[src/rtl/bxs_pkg.sv]
package bxs_pkg;
  typedef logic [7:0]  byte_t;
  typedef logic [15:0] word_t;
  typedef enum logic { DIR_TX = 1'b0, DIR_RX = 1'b1 } xfer_dir_e;

  // Packs two card bytes into a FIFO word, first byte in the low half.
  function automatic word_t pack_word(input byte_t hi, input byte_t lo);
    return {hi, lo};
  endfunction

  // Selects the card byte for the current half of a transmit word.
  function automatic byte_t pick_byte(input word_t w, input logic upper);
    return upper ? w[15:8] : w[7:0];
  endfunction
endpackage

[src/rtl/bxs_counters.sv]
module bxs_counters #(
  parameter int LEN_W = 11,
  localparam int CW = LEN_W + 1
) (
  input  logic             clk,
  input  logic             rst_n,
  input  logic             len_wr,
  input  logic [LEN_W-1:0] len_val,
  input  logic             cnt_wr,
  input  logic [LEN_W-1:0] cnt_val,
  input  logic             byte_done,
  output logic [CW-1:0]    byte_left,
  output logic [CW-1:0]    blk_left,
  output logic             last_byte,
  output logic             xfer_end
);
  function automatic logic [CW-1:0] field_to_count(input logic [LEN_W-1:0] v);
    return {1'b0, v} + CW'(1);
  endfunction

  logic [CW-1:0] blen_q, nblk_q, bytes_q, blks_q;
  logic          last_blk, reg_wr, blk_step;

  assign reg_wr    = len_wr || cnt_wr;
  assign last_byte = (bytes_q == CW'(1));
  assign last_blk  = (blks_q == CW'(1));
  assign blk_step  = byte_done && last_byte && !reg_wr;
  assign xfer_end  = blk_step && last_blk;
  assign byte_left = bytes_q;
  assign blk_left  = blks_q;

  always_ff @(posedge clk or negedge rst_n) begin
    if (!rst_n) begin
      blen_q  <= CW'(1);
      nblk_q  <= CW'(1);
      bytes_q <= CW'(1);
      blks_q  <= CW'(1);
    end else if (reg_wr) begin
      if (len_wr) begin
        blen_q  <= field_to_count(len_val);
        bytes_q <= field_to_count(len_val);
      end
      if (cnt_wr) begin
        nblk_q  <= field_to_count(cnt_val);
        blks_q  <= field_to_count(cnt_val);
        bytes_q <= len_wr ? field_to_count(len_val) : blen_q;
      end
    end else if (byte_done) begin
      if (last_byte) begin
        bytes_q <= blen_q;
        blks_q  <= last_blk ? nblk_q : blks_q - CW'(1);
      end else begin
        bytes_q <= bytes_q - CW'(1);
      end
    end
  end


  blk_boundary_chk: assert property (@(posedge clk) disable iff (!rst_n)
    blk_step && !last_blk |=> (blks_q == $past(blks_q) - CW'(1)) && (bytes_q == blen_q));

  blk_reload_chk: assert property (@(posedge clk) disable iff (!rst_n)
    xfer_end |=> blks_q == nblk_q);
endmodule

[src/rtl/bxs_lane.sv]
module bxs_lane
  import bxs_pkg::*;
#(
  parameter int LVL_W = 6,
  parameter int AF_W  = 5
) (
  input  logic             clk,
  input  logic             rst_n,
  input  logic             start,
  input  logic             start_data,
  input  logic             start_dir,
  input  logic             xfer_end,
  input  logic             last_byte,
  input  logic [LVL_W-1:0] fifo_level,
  input  logic [AF_W-1:0]  af_level,
  input  word_t            fifo_rdata,
  input  logic             card_rdy,
  input  byte_t            card_rdata,
  output logic             busy,
  output logic             card_rd,
  output logic             card_wr,
  output byte_t            card_wdata,
  output logic             fifo_push,
  output word_t            fifo_wdata,
  output logic             fifo_pop,
  output logic             fifo_clr,
  output logic             byte_done
);
  // A new word may open only when the FIFO has room (receive) or data (transmit).
  function automatic logic can_open_word(input xfer_dir_e d, input logic [LVL_W-1:0] lvl,
                                         input logic [AF_W-1:0] af);
    return (d == DIR_RX) ? (lvl <= LVL_W'(af)) : (lvl != '0);
  endfunction

  logic      busy_q, half_q, open_ok, card_req, word_close;
  xfer_dir_e dir_q;
  byte_t     lo_q;

  always_comb begin
    open_ok    = can_open_word(dir_q, fifo_level, af_level);
    card_req   = busy_q && !start && (half_q || open_ok);
    card_rd    = card_req && (dir_q == DIR_RX);
    card_wr    = card_req && (dir_q == DIR_TX);
    byte_done  = card_req && card_rdy;
    word_close = byte_done && (half_q || last_byte);
    fifo_push  = word_close && (dir_q == DIR_RX);
    fifo_pop   = word_close && (dir_q == DIR_TX);
    fifo_wdata = half_q ? pack_word(card_rdata, lo_q) : pack_word(8'h00, card_rdata);
    card_wdata = pick_byte(fifo_rdata, half_q);
    fifo_clr   = start && start_data;
    busy       = busy_q;
  end

  always_ff @(posedge clk or negedge rst_n) begin
    if (!rst_n) begin
      busy_q <= 1'b0;
      half_q <= 1'b0;
      dir_q  <= DIR_RX;
      lo_q   <= '0;
    end else if (start) begin
      busy_q <= start_data;
      half_q <= 1'b0;
      if (start_data) dir_q <= xfer_dir_e'(start_dir);
    end else begin
      if (xfer_end) busy_q <= 1'b0;
      if (byte_done) begin
        half_q <= !half_q && !last_byte;
        if (!half_q) lo_q <= card_rdata;
      end
    end
  end


  strobe_excl_chk: assert property (@(posedge clk) disable iff (!rst_n)
    $onehot0({card_rd, card_wr}));

  rx_full_stall_chk: assert property (@(posedge clk) disable iff (!rst_n)
    busy_q && dir_q == DIR_RX && !half_q && (fifo_level > LVL_W'(af_level)) |-> !card_rd);

  tx_empty_stall_chk: assert property (@(posedge clk) disable iff (!rst_n)
    busy_q && dir_q == DIR_TX && !half_q && fifo_level == '0 |-> !card_wr);

  push_handshake_chk: assert property (@(posedge clk) disable iff (!rst_n)
    fifo_push |-> card_rd && card_rdy);

  pop_handshake_chk: assert property (@(posedge clk) disable iff (!rst_n)
    fifo_pop |-> card_wr && card_rdy);
endmodule

[src/rtl/blk_xfer_seq.sv]
module blk_xfer_seq
  import bxs_pkg::*;
#(
  parameter int LEN_W      = 11,
  parameter int FIFO_DEPTH = 32,
  localparam int LVL_W = $clog2(FIFO_DEPTH + 1),
  localparam int AF_W  = $clog2(FIFO_DEPTH),
  localparam int CW    = LEN_W + 1
) (
  input  logic             clk,
  input  logic             rst_n,
  input  logic             len_wr,
  input  logic [LEN_W-1:0] len_val,
  input  logic             cnt_wr,
  input  logic [LEN_W-1:0] cnt_val,
  input  logic             start,
  input  logic             start_data,
  input  logic             start_dir,
  input  logic [LVL_W-1:0] fifo_level,
  input  logic [AF_W-1:0]  af_level,
  input  logic [15:0]      fifo_rdata,
  output logic             fifo_pop,
  output logic             fifo_push,
  output logic [15:0]      fifo_wdata,
  output logic             fifo_clr,
  input  logic             card_rdy,
  input  logic [7:0]       card_rdata,
  output logic             card_rd,
  output logic             card_wr,
  output logic [7:0]       card_wdata,
  output logic             busy,
  output logic             xfer_done,
  output logic [CW-1:0]    byte_left,
  output logic [CW-1:0]    blk_left
);
  logic byte_done, last_byte, xfer_end, done_q;

  bxs_counters #(.LEN_W(LEN_W)) u_cnt (
    .clk(clk), .rst_n(rst_n), .len_wr(len_wr), .len_val(len_val),
    .cnt_wr(cnt_wr), .cnt_val(cnt_val), .byte_done(byte_done),
    .byte_left(byte_left), .blk_left(blk_left),
    .last_byte(last_byte), .xfer_end(xfer_end)
  );

  bxs_lane #(.LVL_W(LVL_W), .AF_W(AF_W)) u_lane (
    .clk(clk), .rst_n(rst_n), .start(start), .start_data(start_data),
    .start_dir(start_dir), .xfer_end(xfer_end), .last_byte(last_byte),
    .fifo_level(fifo_level), .af_level(af_level), .fifo_rdata(fifo_rdata),
    .card_rdy(card_rdy), .card_rdata(card_rdata), .busy(busy),
    .card_rd(card_rd), .card_wr(card_wr), .card_wdata(card_wdata),
    .fifo_push(fifo_push), .fifo_wdata(fifo_wdata), .fifo_pop(fifo_pop),
    .fifo_clr(fifo_clr), .byte_done(byte_done)
  );

  always_ff @(posedge clk or negedge rst_n) begin
    if (!rst_n)        done_q <= 1'b0;
    else if (start)    done_q <= 1'b0;
    else if (xfer_end) done_q <= 1'b1;
  end
  assign xfer_done = done_q;


  end_flags_chk: assert property (@(posedge clk) disable iff (!rst_n)
    xfer_end && !start |=> !busy && xfer_done);

  data_start_chk: assert property (@(posedge clk) disable iff (!rst_n)
    start && start_data |=> busy && !xfer_done);

  cancel_chk: assert property (@(posedge clk) disable iff (!rst_n)
    start && !start_data |=> !busy && !card_rd && !card_wr);

  rdy_hold_chk: assert property (@(posedge clk) disable iff (!rst_n)
    !card_rdy && !len_wr && !cnt_wr |=> $stable(byte_left) && $stable(blk_left));
endmodule

[config.mk]
export PLATFORM = sky130hd
export DESIGN_NAME = blk_xfer_seq
export DESIGN_NICKNAME = d
export VERILOG_FILES = /design/src/rtl/bxs_pkg.sv /design/src/rtl/bxs_counters.sv /design/src/rtl/bxs_lane.sv /design/src/rtl/blk_xfer_seq.sv
export SDC_FILE = /design/constraint.sdc
export NUM_CORES = 1
export LEC_CHECK = 0
export ABC_CLOCK_PERIOD_IN_PS = 7690
export BUFFER_PORTS_ARGS = -buffer_cell sky130_fd_sc_hd__buf_2
export CAP_MARGIN = 15
export CORE_MARGIN = 4
export CORE_UTILIZATION = 56
export CTS_CLUSTER_SIZE = 28
export DETAILED_ROUTE_END_ITERATION = 16
export PLACE_DENSITY_LB_ADDON = 0.1
export SYNTH_ARGS = -nofsm -noshare
export SYNTH_HDL_FRONTEND = slang
export SYNTH_SLANG_ARGS = --single-unit
[constraint.sdc]
create_clock -name clk -period 7.69 [get_ports clk]
set_clock_uncertainty 0.2 [all_clocks]
set_input_delay 1.538 -clock clk [delete_from_list [all_inputs] [get_ports clk]]
set_output_delay 1.538 -clock clk [all_outputs]
set_load 0.01 [all_outputs]
==> run summary <==
Crit Path Max Fanout: 5
first-pass GRT wire length: 17000 um
Worst-Margin Slew: 0.948 ns
Final ANT Viol Nets: 0
Setup TNS Final: 0 ns
initial antenna violation count: 0
pin count of the biggest net entering global routing: 61
CTS clk-pin slew, worst paths: 0.07 ns
Root Driver: clkbuf_8
Crit path required time: 5.95 ns
share of cells above drive strength 1: 0.335
vias in the first global route: 3536
number of diodes: 0
register area share after synthesis: 0.376
top-count cell post-synth: dfrtp_1
worst skew pair latency: 0.34 ns
Port Buffers: 119
# setup viols final: 0
I/O pin count: 120
Final Power: 0.893 mW
Avg Cell Area, Syn: 9.06 um^2
FMAX: 0.201 GHz
grt total ovfl: 0
CTS max path bufs: 2
startpoint types: primary input
Slew HR: 0.368
syn_nets: 518
CP endpoint kind: primary output
ys async rst share: 1.00
Total GRT Usage: 0.248
final instance area: 4830 um^2
max incr delay on CP: 0.37 ns
Die Y: 92.6 um
pwr dens: 185 nW/um^2
H-tree depth: 3
Yosys top cell by area: dfrtp_1
Inserted Clock Buffers: 9
Wirelength per Cell: 15.9 um
post-CTS setup buffer count: 0
HP Class: reg -> reg
VDD IR max: 0.102 mV
Post-synth EDFFs: 0
kind of critical path: in -> out
Vias: 3751
Layout Nets: 630
drt initial violations: 214
period utilisation layout: 0.647
status: complete, no violations
gpl congestion: 0.800
cell mode on critical path: buf_2
CP Data Arrival Time: 3.24 ns
mapped cell area: 4010 um^2
crit path cell chain: buf_2 > ha_1 > and4b_1 > a311o_1 > a31o_2 > nand2_1 > nor3_1 > buf_2
Hold-fix buffers, CTS: 0
Max Slew Vio Count: 0
CP bufs+invs: 2
Fill cells: 562
Residual DRC: 0
list of most frequent post-synthesis cells: dfrtp_1 (55), nand2_1 (44), nor2_1 (44), mux2_2 (28)
slowest cell on the critical path: a311o_1
Cell Area, Placed: 4650 um^2
die footprint: 8570 um^2
YS warnings: 0
Die W: 92.6 um
CP top delay family: compound AO/OA/AOI/OAI gates
#FFs+latches synth: 60
Core Area: 6870 um^2
drt total wl: 10400 um
post-cts repair resize count: 0
# clock sinks: 60
cells after synthesis: 442
FP Rows: 30
Pleak: 2.20 nW
Tmin final: 4.98 ns
RSZ-0062 raised after global routing: false
DPL Wire Length: 7670 um
Synth area leaders: dfrtp_1 (34%), mux2_2 (7.9%), nand2_1 (4.1%)
total iterations of the first detailed-routing run: 5
area grow syn2layout: 20.7%
share of the synthesized area in the top cell type: 0.344
prevailing post-synth register cell: dfrtp_1
Starting Density: 0.583
Max-Cap Viols: 0
Netlist cell types: 61
drt via density: 5.73
final hold vios: 0
TritonCTS clock tree: yes
## cell usage in the layout, fill, tap and decap left out, types with 9 or more instances in the layout
master / n
dfrtp_1: 55
ha_1: 11
buf_2: 119
nor2_1: 44
clkbuf_8: 11
nand2_1: 44
a21oi_1: 21
and2_1: 10
nand3_1: 10
nor3_1: 14
xor2_1: 13
or3_1: 9
o21ai_0: 21
xnor2_1: 15
mux2_2: 28
inv_1: 19
## power by group
part | internal (mW) | switching, mW | leakage [nW]
clock network | 0.134 | 0.122 | 0.0905
logic | 0.108 | 0.121 | 1.40
registers | 0.363 | 0.0451 | 0.707
total | 0.605 | 0.288 | 2.20
## stage by stage
stage	std cells	setup WS [ns]	hold WS, ns	utilization
after floorplan	442	3.10	0.245	-
after global routing	655	2.64	0.297	0.704
final	655	2.71	0.277	0.704
after detailed placement	638	2.72	0.268	0.677
after global placement	638	2.80	0.256	0.677
after CTS	654	2.72	0.281	0.702
## cell families (layout without fill, tap and decap cells)
group / after synthesis / in the layout / synth area share
AO/OA/AOI/OAI: 105 / 105 / 0.184
multiplexers: 34 / 34 / 0.0974
AND/OR/NAND/NOR: 161 / 161 / 0.201
adder cells (fa/ha/maj): 11 / 11 / 0.0344
flip-flops: 60 / 60 / 0.376
buffers and inverters: 43 / 160 / 0.0450
XOR/XNOR: 28 / 28 / 0.0612
## worst min-delay path, cell delays in order, from the launching register on
cell     delay [ns]
dfstp_2        0.37
inv_1          0.05
mux2i_1        0.06
## layout make-up
type / count / area [um^2] / share of cell area
Sequential cell: 60 / 1510 / 0.312
Timing Repair Buffer: 124 / 641 / 0.133
Clock inverter: 2 / 10.0 / 0.00207
Tap cell: 96 / 120 / 0.0248
Clock buffer: 14 / 163 / 0.0336
Multi-Input combinational cell: 339 / 2320 / 0.480
Inverter: 20 / 75.1 / 0.0155
## sequential cells by signal (all words and copies together) (netlist names)
register and count:
u_cnt.blen_q 12, u_cnt.blk_left 12, u_cnt.byte_left 12, u_cnt.nblk_q 12
u_lane.lo_q 8, u_lane.busy 1, u_lane.dir_q 1, u_lane.half_q 1
xfer_done 1
## routing by layer
layer	routed length [um]	part of all wire	global-route usage
met5	0	0	0
met4	175	0.017	0.0941
met3	834	0.080	0.0601
met2	4710	0.45	0.387
met1	4680	0.45	0.334
## path summary, 6_finish.rpt
kind,to,slack (ns),start,cells after the start
max,fifo_push,2.71,fifo_level[4],8
max in group asynchronous,u_lane.lo_q[0],5.62,rst_n,2
max reg2reg,u_cnt.blk_left[10],4.58,u_cnt.byte_left[0],7
min in group asynchronous,u_cnt.blk_left[4],1.14,rst_n,2
min reg2reg,u_cnt.nblk_q[0],0.28,u_cnt.nblk_q[0],2
min,u_cnt.nblk_q[0],0.28,u_cnt.nblk_q[0],2
Power figures use the tool's default switching activity.
